**src/rtl/dac_seq_pkg.sv**
```systemverilog
// Package: shared helpers for the split-resolution DAC sequencer.
// Assumes code widths of at most 32 bits.
package dac_seq_pkg;

    // Builds a mask that keeps the res_bits upper bits of a code_w-bit code.
    function automatic logic [31:0] keep_mask(int unsigned code_w, int unsigned res_bits);
        logic [31:0] m;
        m = '0;
        for (int i = 0; i < 32; i++) begin
            if ((i < int'(code_w)) && (i >= int'(code_w) - int'(res_bits)))
                m[i] = 1'b1;
        end
        return m;
    endfunction

endpackage

```
**src/rtl/dac_code_regs.sv**
```systemverilog
// dac_code_regs: shadow and working registers for the command code.
// Every write is masked to the channel resolution and stored in the shadow.
// At a sequence load the working register takes the shadow value. A write in
// the load cycle bypasses the shadow. Assumes RES_BITS <= CODE_W.
module dac_code_regs #(
    parameter int unsigned CODE_W   = 12,
    parameter int unsigned RES_BITS = 12
) (
    input  logic              clk,
    input  logic              rst_n,
    input  logic              wr_valid,
    input  logic [CODE_W-1:0] wr_code,
    input  logic              seq_load,
    output logic [CODE_W-1:0] work_code
);
    import dac_seq_pkg::*;

    localparam logic [CODE_W-1:0] KEEP = CODE_W'(keep_mask(CODE_W, RES_BITS));

    logic [CODE_W-1:0] masked_code;
    logic [CODE_W-1:0] shadow_q;

    // Drop the low bits that the channel cannot resolve.
    assign masked_code = wr_code & KEEP;

    // Hold the most recent host write until the next boundary.
    always_ff @(posedge clk) begin
        if (!rst_n)
            shadow_q <= '0;
        else if (wr_valid)
            shadow_q <= masked_code;
    end

    // Load the working code at a sequence boundary, with write bypass.
    always_ff @(posedge clk) begin
        if (!rst_n)
            work_code <= '0;
        else if (seq_load)
            work_code <= wr_valid ? masked_code : shadow_q;
    end

endmodule

```
**src/rtl/dac_slot_timer.sv**
```systemverilog
// dac_slot_timer: counts fast ticks into slots and slots into sequences.
// Flags the sequence-ending tick (seq_load) and registers a one-clock
// frame_start after it. After reset the counters sit at their last values,
// so the first fast tick starts a sequence. Assumes FINE_W >= 2.
module dac_slot_timer #(
    parameter int unsigned FINE_W         = 4,
    parameter int unsigned TICKS_PER_SLOT = 4,
    parameter int unsigned SLOT_W         = 2
) (
    input  logic              clk,
    input  logic              rst_n,
    input  logic              fast_en,
    output logic              seq_load,
    output logic [SLOT_W-1:0] slot_idx,
    output logic              frame_start
);
    localparam int unsigned       TICK_W     = (TICKS_PER_SLOT > 1) ? $clog2(TICKS_PER_SLOT) : 1;
    localparam logic [TICK_W-1:0] TICK_LAST  = TICK_W'(TICKS_PER_SLOT - 1);
    localparam logic [SLOT_W-1:0] SLOT_LAST  = SLOT_W'(FINE_W - 1);

    logic [TICK_W-1:0] tick_q;
    logic [SLOT_W-1:0] slot_q;
    logic              slot_end;

    // A slot ends on the last tick; the sequence ends on the last slot's end.
    assign slot_end = fast_en && (tick_q == TICK_LAST);
    assign seq_load = slot_end && (slot_q == SLOT_LAST);
    assign slot_idx = slot_q;

    // Count fast ticks within the current slot.
    always_ff @(posedge clk) begin
        if (!rst_n)
            tick_q <= TICK_LAST;
        else if (fast_en)
            tick_q <= slot_end ? '0 : tick_q + 1'b1;
    end

    // Step the slot index at each slot end and wrap at the sequence end.
    always_ff @(posedge clk) begin
        if (!rst_n)
            slot_q <= SLOT_LAST;
        else if (seq_load)
            slot_q <= '0;
        else if (slot_end)
            slot_q <= slot_q + 1'b1;
    end

    // Raise frame_start for the one clock that follows a sequence load.
    always_ff @(posedge clk) begin
        if (!rst_n)
            frame_start <= 1'b0;
        else
            frame_start <= seq_load;
    end

endmodule

```
**src/rtl/dac_fine_mux.sv**
```systemverilog
// dac_fine_mux: picks the fine bit for the current slot, MSB first.
// Slot 0 carries the top fine bit and the last slot the lowest one.
module dac_fine_mux #(
    parameter int unsigned FINE_W = 4,
    parameter int unsigned SLOT_W = 2
) (
    input  logic [FINE_W-1:0] fine_code,
    input  logic [SLOT_W-1:0] slot_idx,
    output logic              fine_bit
);
    // Reverse-order selection of one fine bit per slot.
    always_comb begin
        fine_bit = 1'b0;
        for (int k = 0; k < int'(FINE_W); k++) begin
            if (slot_idx == SLOT_W'(k))
                fine_bit = fine_code[FINE_W-1-k];
        end
    end

endmodule

```
**src/rtl/dac_split_seq.sv**
```systemverilog
// dac_split_seq: top of the split-resolution DAC code sequencer.
// The coarse word is the upper part of the working code. The fine part is
// serialised one bit per slot. A channel of at most coarse resolution has no
// fine path. Assumes CODE_W > FINE_W >= 2 and COARSE_W <= RES_BITS <= CODE_W.
module dac_split_seq #(
    parameter int unsigned CODE_W         = 12,
    parameter int unsigned FINE_W         = 4,
    parameter int unsigned TICKS_PER_SLOT = 4,
    parameter int unsigned RES_BITS       = 12
) (
    input  logic              clk,
    input  logic              rst_n,
    input  logic              fast_en,
    input  logic              wr_valid,
    input  logic [CODE_W-1:0] wr_code,
    output logic [CODE_W-FINE_W-1:0] coarse_word,
    output logic              fine_bit,
    output logic              frame_start
);
    localparam int unsigned COARSE_W = CODE_W - FINE_W;
    localparam int unsigned SLOT_W   = $clog2(FINE_W);

    logic [CODE_W-1:0] work_code;
    logic              seq_load;
    logic [SLOT_W-1:0] slot_idx;

    dac_code_regs #(
        .CODE_W   (CODE_W),
        .RES_BITS (RES_BITS)
    ) u_regs (
        .clk       (clk),
        .rst_n     (rst_n),
        .wr_valid  (wr_valid),
        .wr_code   (wr_code),
        .seq_load  (seq_load),
        .work_code (work_code)
    );

    dac_slot_timer #(
        .FINE_W         (FINE_W),
        .TICKS_PER_SLOT (TICKS_PER_SLOT),
        .SLOT_W         (SLOT_W)
    ) u_timer (
        .clk         (clk),
        .rst_n       (rst_n),
        .fast_en     (fast_en),
        .seq_load    (seq_load),
        .slot_idx    (slot_idx),
        .frame_start (frame_start)
    );

    // Coarse word goes straight from the working code.
    assign coarse_word = work_code[CODE_W-1 -: COARSE_W];

    // Fine path exists only when the channel resolves bits below the coarse word.
    generate
        if (RES_BITS > COARSE_W) begin : g_fine
            dac_fine_mux #(
                .FINE_W (FINE_W),
                .SLOT_W (SLOT_W)
            ) u_fine (
                .fine_code (work_code[FINE_W-1:0]),
                .slot_idx  (slot_idx),
                .fine_bit  (fine_bit)
            );
        end else begin : g_no_fine
            assign fine_bit = 1'b0;
        end
    endgenerate

endmodule

```
**config.mk**
```make
export PLATFORM = sky130hd
export DESIGN_NAME = dac_split_seq
export DESIGN_NICKNAME = d
export VERILOG_FILES = /design/src/rtl/dac_seq_pkg.sv /design/src/rtl/dac_code_regs.sv /design/src/rtl/dac_slot_timer.sv /design/src/rtl/dac_fine_mux.sv /design/src/rtl/dac_split_seq.sv
export SDC_FILE = /design/constraint.sdc
export NUM_CORES = 1
export LEC_CHECK = 0
export ABC_CLOCK_PERIOD_IN_PS = 3090
export BUFFER_PORTS_ARGS = -buffer_cell sky130_fd_sc_hd__buf_2
export CORE_UTILIZATION = 45
export DETAILED_ROUTE_END_ITERATION = 6
export PLACE_DENSITY = 0.73
export SYNTH_ARGS = -nofsm -noshare
export SYNTH_HDL_FRONTEND = slang
export SYNTH_HIERARCHICAL = 1
export SYNTH_SLANG_ARGS = --single-unit
export TNS_END_PERCENT = 1
```
**constraint.sdc**
```tcl
create_clock -name clk -period 3.09 [get_ports clk]
set_input_delay 0.618 -clock clk [delete_from_list [all_inputs] [get_ports clk]]
set_output_delay 0.618 -clock clk [all_outputs]
set_load 0.02 [all_outputs]
```
==> metrics.md, run 1 <==
| Metric | Value |
|---|---|
| Remaining routing DRC violations | `0` |
| GRT Total Usage | `16.75%` |
| Die height | `50.79 um` |
| Final Setup Violations | `0` |
| Static Leakage | `0.5809 nW` |
| CP Class | `flip-flop to output pin` |
| Initial antenna violation count | `0` |
| Post-synth top area share | `54.21%` |
| Cell depth of the worst hold path | `2` |
| Setup TNS | `0 ns` |
| Largest net degree at the start of global routing | `28` |
| WL final | `1846 um` |
| Instance count on the critical path | `2` |
| Vias in the first global route | `688` |
| Total die area | `2579 sq um` |
| Syn. warnings | `6` |
| Post-Route Skew | `0.001699 ns` |
| Top delay family on crit path | `multiplexers` |
| Max_cap viols | `0` |
| Gpl congestion | `0.6870` |
| Synthesis-stage register bit count | `29` |
| Final worst path period share | `65.71%` |
| Inserted Clock Buffers | `5` |
| Largest family of logic cells by synthesized area | `compound AO/OA/AOI/OAI gates` |
| Hpwl dp | `1268 um` |
| IO Pins | `26` |
| CP Capture Type | `output pin` |
| Outcome | `finished clean` |
| Drt initial violations | `8` |
| Min Tclk post-route | `2.030 ns` |
| Yosys top cell by area | `dfxtp_1` |
| Post-synthesis mux area share | `14.25%` |
| Worst path arrival time | `1.41 ns` |
| N_diodes | `0` |
| Slowest cell delay on critical path | `0.51 ns` |
| Global route overflow | `0` |
| Hold Crit Class | `flip-flop to flip-flop` |
| Slowest cell on crit path | `mux4_2` |
| CP Launch Type | `flip-flop` |
| H-tree levels | `2` |
| Routed vias | `772` |
| Hold Buf Count CTS | `0` |
| Mapped Area | `1071 sq um` |
| Synth Area in XOR/XNOR | `0%` |
| Clk_lat worst skew | `0.32 ns` |
| RSZ-0062 raised after global routing | `no` |
| Setup Buffers After CTS | `0` |
| Layout cells sized above 1 | `28.57%` |
| Register area share after synthesis | `54.21%` |
| Synth Instances | `99` |
| Drt via density | `5.013` |
| Worst-case reg-to-reg path depth | `4` |
| Post-CTS sizing | `0` |
| Worst VDD drop | `0.3675 mV` |
| Num Clock Sinks | `29` |
| Fmax | `0.4925 GHz` |
| Clock tree buffer depth | `2` |
| TritonRoute pass-1 iters | `4` |
| Adder-cell share of the synthesized area | `2.336%` |
| Nets | `143` |
| Row count | `17` |
| Mean area per synthesized cell | `10.82 sq um` |
| Final Max Tran Viols | `0` |
| Hold Violations, Final | `0` |
| Compound-cell area share of the yosys netlist | `15.65%` |
| Post-DR wirelength/cell | `11.99 um` |
| Routed Antenna Nets | `0` |
| # port buffers | `25` |
| Starting density of the core | `47.96%` |
| Power, Total | `796.1 uW` |
| Synthesis-to-finish area growth | `18.22%` |
| Worst Tran Pin Value | `0.3742 ns` |
| Slew HR | `75.06%` |
| Clk Tree Root Cell | `clkbuf_4` |
| Cell variety after synth | `20` |
| WP data required | `2.47 ns` |
| Cell chain of the critical path | `mux4_2 -> buf_2` |
| Die width | `50.79 um` |
| Post-Synthesis Net Count | `117` |
| PD cells | `628.7 nW/um^2` |
| CP Max Fanout | `4` |
| Area contributors post-synth | `dfxtp_1 (54%), mux2i_1 (12%), nor2b_1 (7.6%), a21oi_1 (5.6%), o21ai_0 (5.6%)` |
| Clock-pin slew on the worst setup and hold paths | `0.08 ns` |
| Synth Area in Simple Gates | `9.930%` |
| Core footprint | `2233 sq um` |
| First-pass GRT wire length | `2967 um` |
| Bufs and invs on worst path | `1` |
| CTS tree | `yes` |
==> placed cells by master (no fill, tap or decap), drive strengths merged <==
| cell type | n |
|---|---|
| dfxtp | 29 |
| mux2i | 13 |
| ha | 2 |
| clkinv | 1 |
| buf | 25 |
| a21boi | 2 |
| a21oi | 12 |
| nor2 | 2 |
| clkbuf | 7 |
| a311o | 2 |
| nand2 | 1 |
| inv | 1 |
| nor2b | 13 |
| and3 | 1 |
| and2 | 1 |
| o21ai | 12 |
| a211o | 1 |
| mux4 | 1 |
==> cells in the mapped netlist <==
library cell	count
buf_2	1
nor2_1	2
dfxtp_1	29
a311o_1	2
buf_6	1
a21oi_1	12
nand2_1	1
buf_4	1
mux2i_1	13
o21ai_0	12
and2_1	1
a21boi_1	1
a21boi_2	1
mux4_2	1
ha_1	2
inv_1	1
nor2b_1	13
and3_2	1
a211o_1	1
clkbuf_1	3
==> sequential cells by signal (all words and copies together), names as in the netlist <==
signal	cells
u_regs/shadow_q	12
u_regs/work_code	12
u_timer/frame_start	1
u_timer/slot_idx	2
u_timer/tick_q	2
==> report_power, final <==
| part | switching [mW] | total, mW | internal [mW] | leakage, nW |
|---|---|---|---|---|
| combinational | 0.0679 | 0.120 | 0.0516 | 0.300 |
| sequential | 0.0144 | 0.421 | 0.406 | 0.239 |
| clock | 0.124 | 0.256 | 0.132 | 0.0413 |
==> cell type report <==
class	count	area [sq um]
clock buffers	7	65.06
clock inverters	1	5.005
fillers	213	967.2
inverters	1	3.754
multi-input cells	63	451.7
flip-flops and latches	29	580.6
well taps	28	35.03
repair buffers	25	125.1
==> tightest hold or removal path, stage by stage, from the launching register on <==
cell,delay (ns)
dfxtp_1,0.34
mux2i_1,0.07
nand2_1,0.06
==> worst paths after layout <==
path                            slack (ns)                           endpoint                             start
worst max-delay path                  1.06                           fine_bit  u_timer/slot_idx[0]$_SDFFE_PN1P_
worst min-delay path                  0.49     u_timer/tick_q[1]$_SDFFE_PN1P_    u_timer/tick_q[1]$_SDFFE_PN1P_
worst max register to register        1.63  u_regs/work_code[10]$_SDFFE_PN0P_    u_timer/tick_q[0]$_SDFFE_PN1P_
worst min register to register        0.49     u_timer/tick_q[1]$_SDFFE_PN1P_    u_timer/tick_q[1]$_SDFFE_PN1P_
==> per-layer routing <==
| metal | part of all wire [%] | GRT usage [%] | vias up |
|---|---|---|---|
| met1 | 46 | 17.11 | 347 |
| li1 | - | - | 398 |
| met3 | 5.1 | 6.364 | 7 |
| met2 | 45 | 26.89 | 20 |
| met4 | 3.2 | 13.89 | 0 |
| met5 | 0 | 0 | - |
==> per-stage QoR <==
step / util [%] / instance area, sq um / instances / hold slack, ns / setup WS, ns
after floorplan: - / 1071 / 99 / 0.4444 / 1.534
after global placement: 53.56 / 1196 / 146 / 0.4600 / 1.441
after detailed placement: 53.56 / 1196 / 146 / 0.4760 / 1.408
after CTS: 56.69 / 1266 / 154 / 0.4975 / 1.028
after global routing: 56.69 / 1266 / 154 / 0.5477 / 0.9971
final: 56.69 / 1266 / 154 / 0.4934 / 1.060
==> cells by family after synthesis <==
family	count (synthesis)
compound gates	29
flops	29
simple gates	18
mux	14
buf+inv	7
fa+ha+maj	2
Power figures use the tool's default switching activity.
==> run 2: changes to the inputs <==
--- a/config.mk
+++ b/config.mk
@@ -5,7 +5,7 @@
 export SDC_FILE = /design/constraint.sdc
 export NUM_CORES = 1
 export LEC_CHECK = 0
-export ABC_CLOCK_PERIOD_IN_PS = 3090
+export ABC_CLOCK_PERIOD_IN_PS = 1900
 export BUFFER_PORTS_ARGS = -buffer_cell sky130_fd_sc_hd__buf_2
 export CORE_UTILIZATION = 45
 export DETAILED_ROUTE_END_ITERATION = 6
==> constraint.sdc (replaced) <==
create_clock -name clk -period 1.9 [get_ports clk]
set_input_delay 0.38 -clock clk [delete_from_list [all_inputs] [get_ports clk]]
set_output_delay 0.38 -clock clk [all_outputs]
set_load 0.02 [all_outputs]
==> run 2 against run 1 <==
Against the previous run: routed wire length fell by 0.92%; sequential power rose by 62%; first-iteration DRC count rose by 50%; critical endpoint unchanged; power rose by 63%; sequential share of layout area did not move; non-clock buffer count did not move; cell count did not move.
==> metrics.md, run 2 (synthesized netlist as in run 1, its figures left out) <==
| Metric | Value |
|---|---|
| Hold path start | `wr_code[3]` |
| PD cells | `1023 nW/um^2` |
| Cell depth of the worst hold path | `3` |
| Remaining routing DRC violations | `0` |
| Nets | `143` |
| Drt initial violations | `12` |
| Post-CTS sizing | `0` |
| Layout cells sized above 1 | `28.57%` |
| Hold Path Sink | `u_regs/shadow_q[3]$_SDFF_PN0_` |
| Reg2reg setup slack | `0.42 ns` |
| Cell Int Power | `958.1 uW` |
| Outcome | `finished clean` |
| Die height | `50.79 um` |
| Hold Violations, Final | `0` |
| FF-to-FF Start | `u_timer/tick_q[0]$_SDFFE_PN1P_` |
| Post-Route Skew | `0.01100 ns` |
| WP data required | `1.52 ns` |
| Most frequent cells in the layout | `dfxtp_1 (29), buf_2 (25), mux2i_1 (13), nor2b_1 (13)` |
| CP Capture Type | `output pin` |
| Slew HR | `74.87%` |
| Hold Crit Class | `input pin to flip-flop` |
| Power, Total | `1.295 mW` |
| CP Max Fanout | `4` |
| Clock share of power | `32.3%` |
| Min Tclk post-route | `1.776 ns` |
| Final worst path period share | `93.49%` |
| CTS tree | `yes` |
| # port buffers | `25` |
| Num Clock Sinks | `29` |
| Vias in the first global route | `714` |
| Initial antenna violation count | `0` |
| Switching share of total power | `26.02%` |
| Clk Tree Root Cell | `clkbuf_4` |
| Gpl congestion | `0.6908` |
| Top flop regs | `u_regs/shadow_q x12, u_regs/work_code x12` |
| Worst-case reg-to-reg path depth | `4` |
| Total die area | `2579 sq um` |
| GRT Total Usage | `17.45%` |
| N_diodes | `0` |
| IO Pins | `26` |
| Inserted Clock Buffers | `5` |
| Hold Buf Count CTS | `0` |
| Static Leakage | `0.5809 nW` |
| Routed vias | `762` |
| Synthesis-to-finish area growth | `18.22%` |
| Post-DR wirelength/cell | `11.88 um` |
| CP Class | `flip-flop to output pin` |
| Worst VDD drop | `0.5470 mV` |
| Storage cell area | `580.6 sq um` |
| Psw | `337.0 uW` |
| Max_cap viols | `0` |
| Die width | `50.79 um` |
| Final Setup Violations | `0` |
| Fmax | `0.5629 GHz` |
| WL final | `1829 um` |
| TritonRoute pass-1 iters | `3` |
| CP Launch Type | `flip-flop` |
| Drt via density | `4.948` |
| Setup TNS | `0 ns` |
| Hpwl dp | `1244 um` |
| First-pass GRT wire length | `3125 um` |
| Sequential cell fraction of total power | `52.8%` |
| Worst path arrival time | `1.40 ns` |
| Filler cells | `210` |
| Critical R2R Capture | `u_regs/work_code[7]$_SDFFE_PN0P_` |
| Most common cell after layout, fill and taps aside | `dfxtp_1` |
| Multi-input gate area | `451.7 sq um` |
| Clk_lat worst skew | `0.32 ns` |
| Row count | `17` |
| Routed Antenna Nets | `0` |
| RSZ-0062 raised after global routing | `no` |
| Combinational share of power | `14.9%` |
| Worst Tran Pin Value | `0.3769 ns` |
| Core footprint | `2233 sq um` |
| Clock tree buffer depth | `2` |
| Setup Buffers After CTS | `0` |
| Global route overflow | `0` |
| Starting density of the core | `47.96%` |
| Clock-pin slew on the worst setup and hold paths | `0.09 ns` |
| Largest net degree at the start of global routing | `28` |
| Final Max Tran Viols | `0` |
| H-tree levels | `2` |
[run 2: layout make-up]
cell class | instances | share of cell area [%]
Clock buffer | 7 | 5.138
Clock inverter | 1 | 0.3953
Inverter | 1 | 0.2964
Multi-Input combinational cell | 63 | 35.67
Sequential cell | 29 | 45.85
Tap cell | 28 | 2.767
Timing Repair Buffer | 25 | 9.881
[run 2: metal layers]
| metal | global-route usage (%) | share of wire [%] |
|---|---|---|
| met1 | 18.80 | 46 |
| met2 | 27.33 | 46 |
| met3 | 9.091 | 5.5 |
| met5 | 0 | 0 |
| met4 | 9.722 | 1.9 |
[run 2: worst max-delay path by stage]
stage	start	endpoint	slack, ns	cells past startpoint
2_1_floorplan	u_timer/slot_idx[0]$_SDFFE_PN1P_	fine_bit	0.58	1
3_3_place_gp	u_timer/slot_idx[0]$_SDFFE_PN1P_	fine_bit	0.49	2
3_5_place_dp	u_timer/tick_q[0]$_SDFFE_PN1P_	u_regs/work_code[7]$_SDFFE_PN0P_	0.44	4
4_1_cts	u_timer/slot_idx[0]$_SDFFE_PN1P_	fine_bit	0.09	2
5_1_grt	u_timer/slot_idx[0]$_SDFFE_PN1P_	fine_bit	0.06	2
6_report	u_timer/slot_idx[0]$_SDFFE_PN1P_	fine_bit	0.12	2
[run 2: power groups by stage]
stage          registers [mW]  logic, mW  clock network (mW)
2_1_floorplan           0.718      0.118                   0
3_3_place_gp            0.695      0.188                   0
3_5_place_dp            0.698      0.195                   0
4_1_cts                 0.684      0.195               0.437
5_1_grt                 0.690      0.217               0.464
6_report                0.684      0.193               0.418
[run 2: worst max-delay path, stage by stage, from the launching register on]
cell and delay, ns:
dfxtp_1 0.40, mux4_2 0.50, buf_2 0.17
[run 2: metrics by stage]
step / utilization, % / hold WS [ns] / setup slack, ns / instances / cell area [sq um]
after global placement: 53.56 / 0.4612 / 0.4894 / 146 / 1196
after global routing: 56.69 / 0.3164 / 0.05950 / 154 / 1266
after detailed placement: 53.56 / 0.4806 / 0.4416 / 146 / 1196
after CTS: 56.69 / 0.3206 / 0.09136 / 154 / 1266
final: 56.69 / 0.3368 / 0.1236 / 154 / 1266
after floorplan: - / 0.4419 / 0.5824 / 99 / 1071
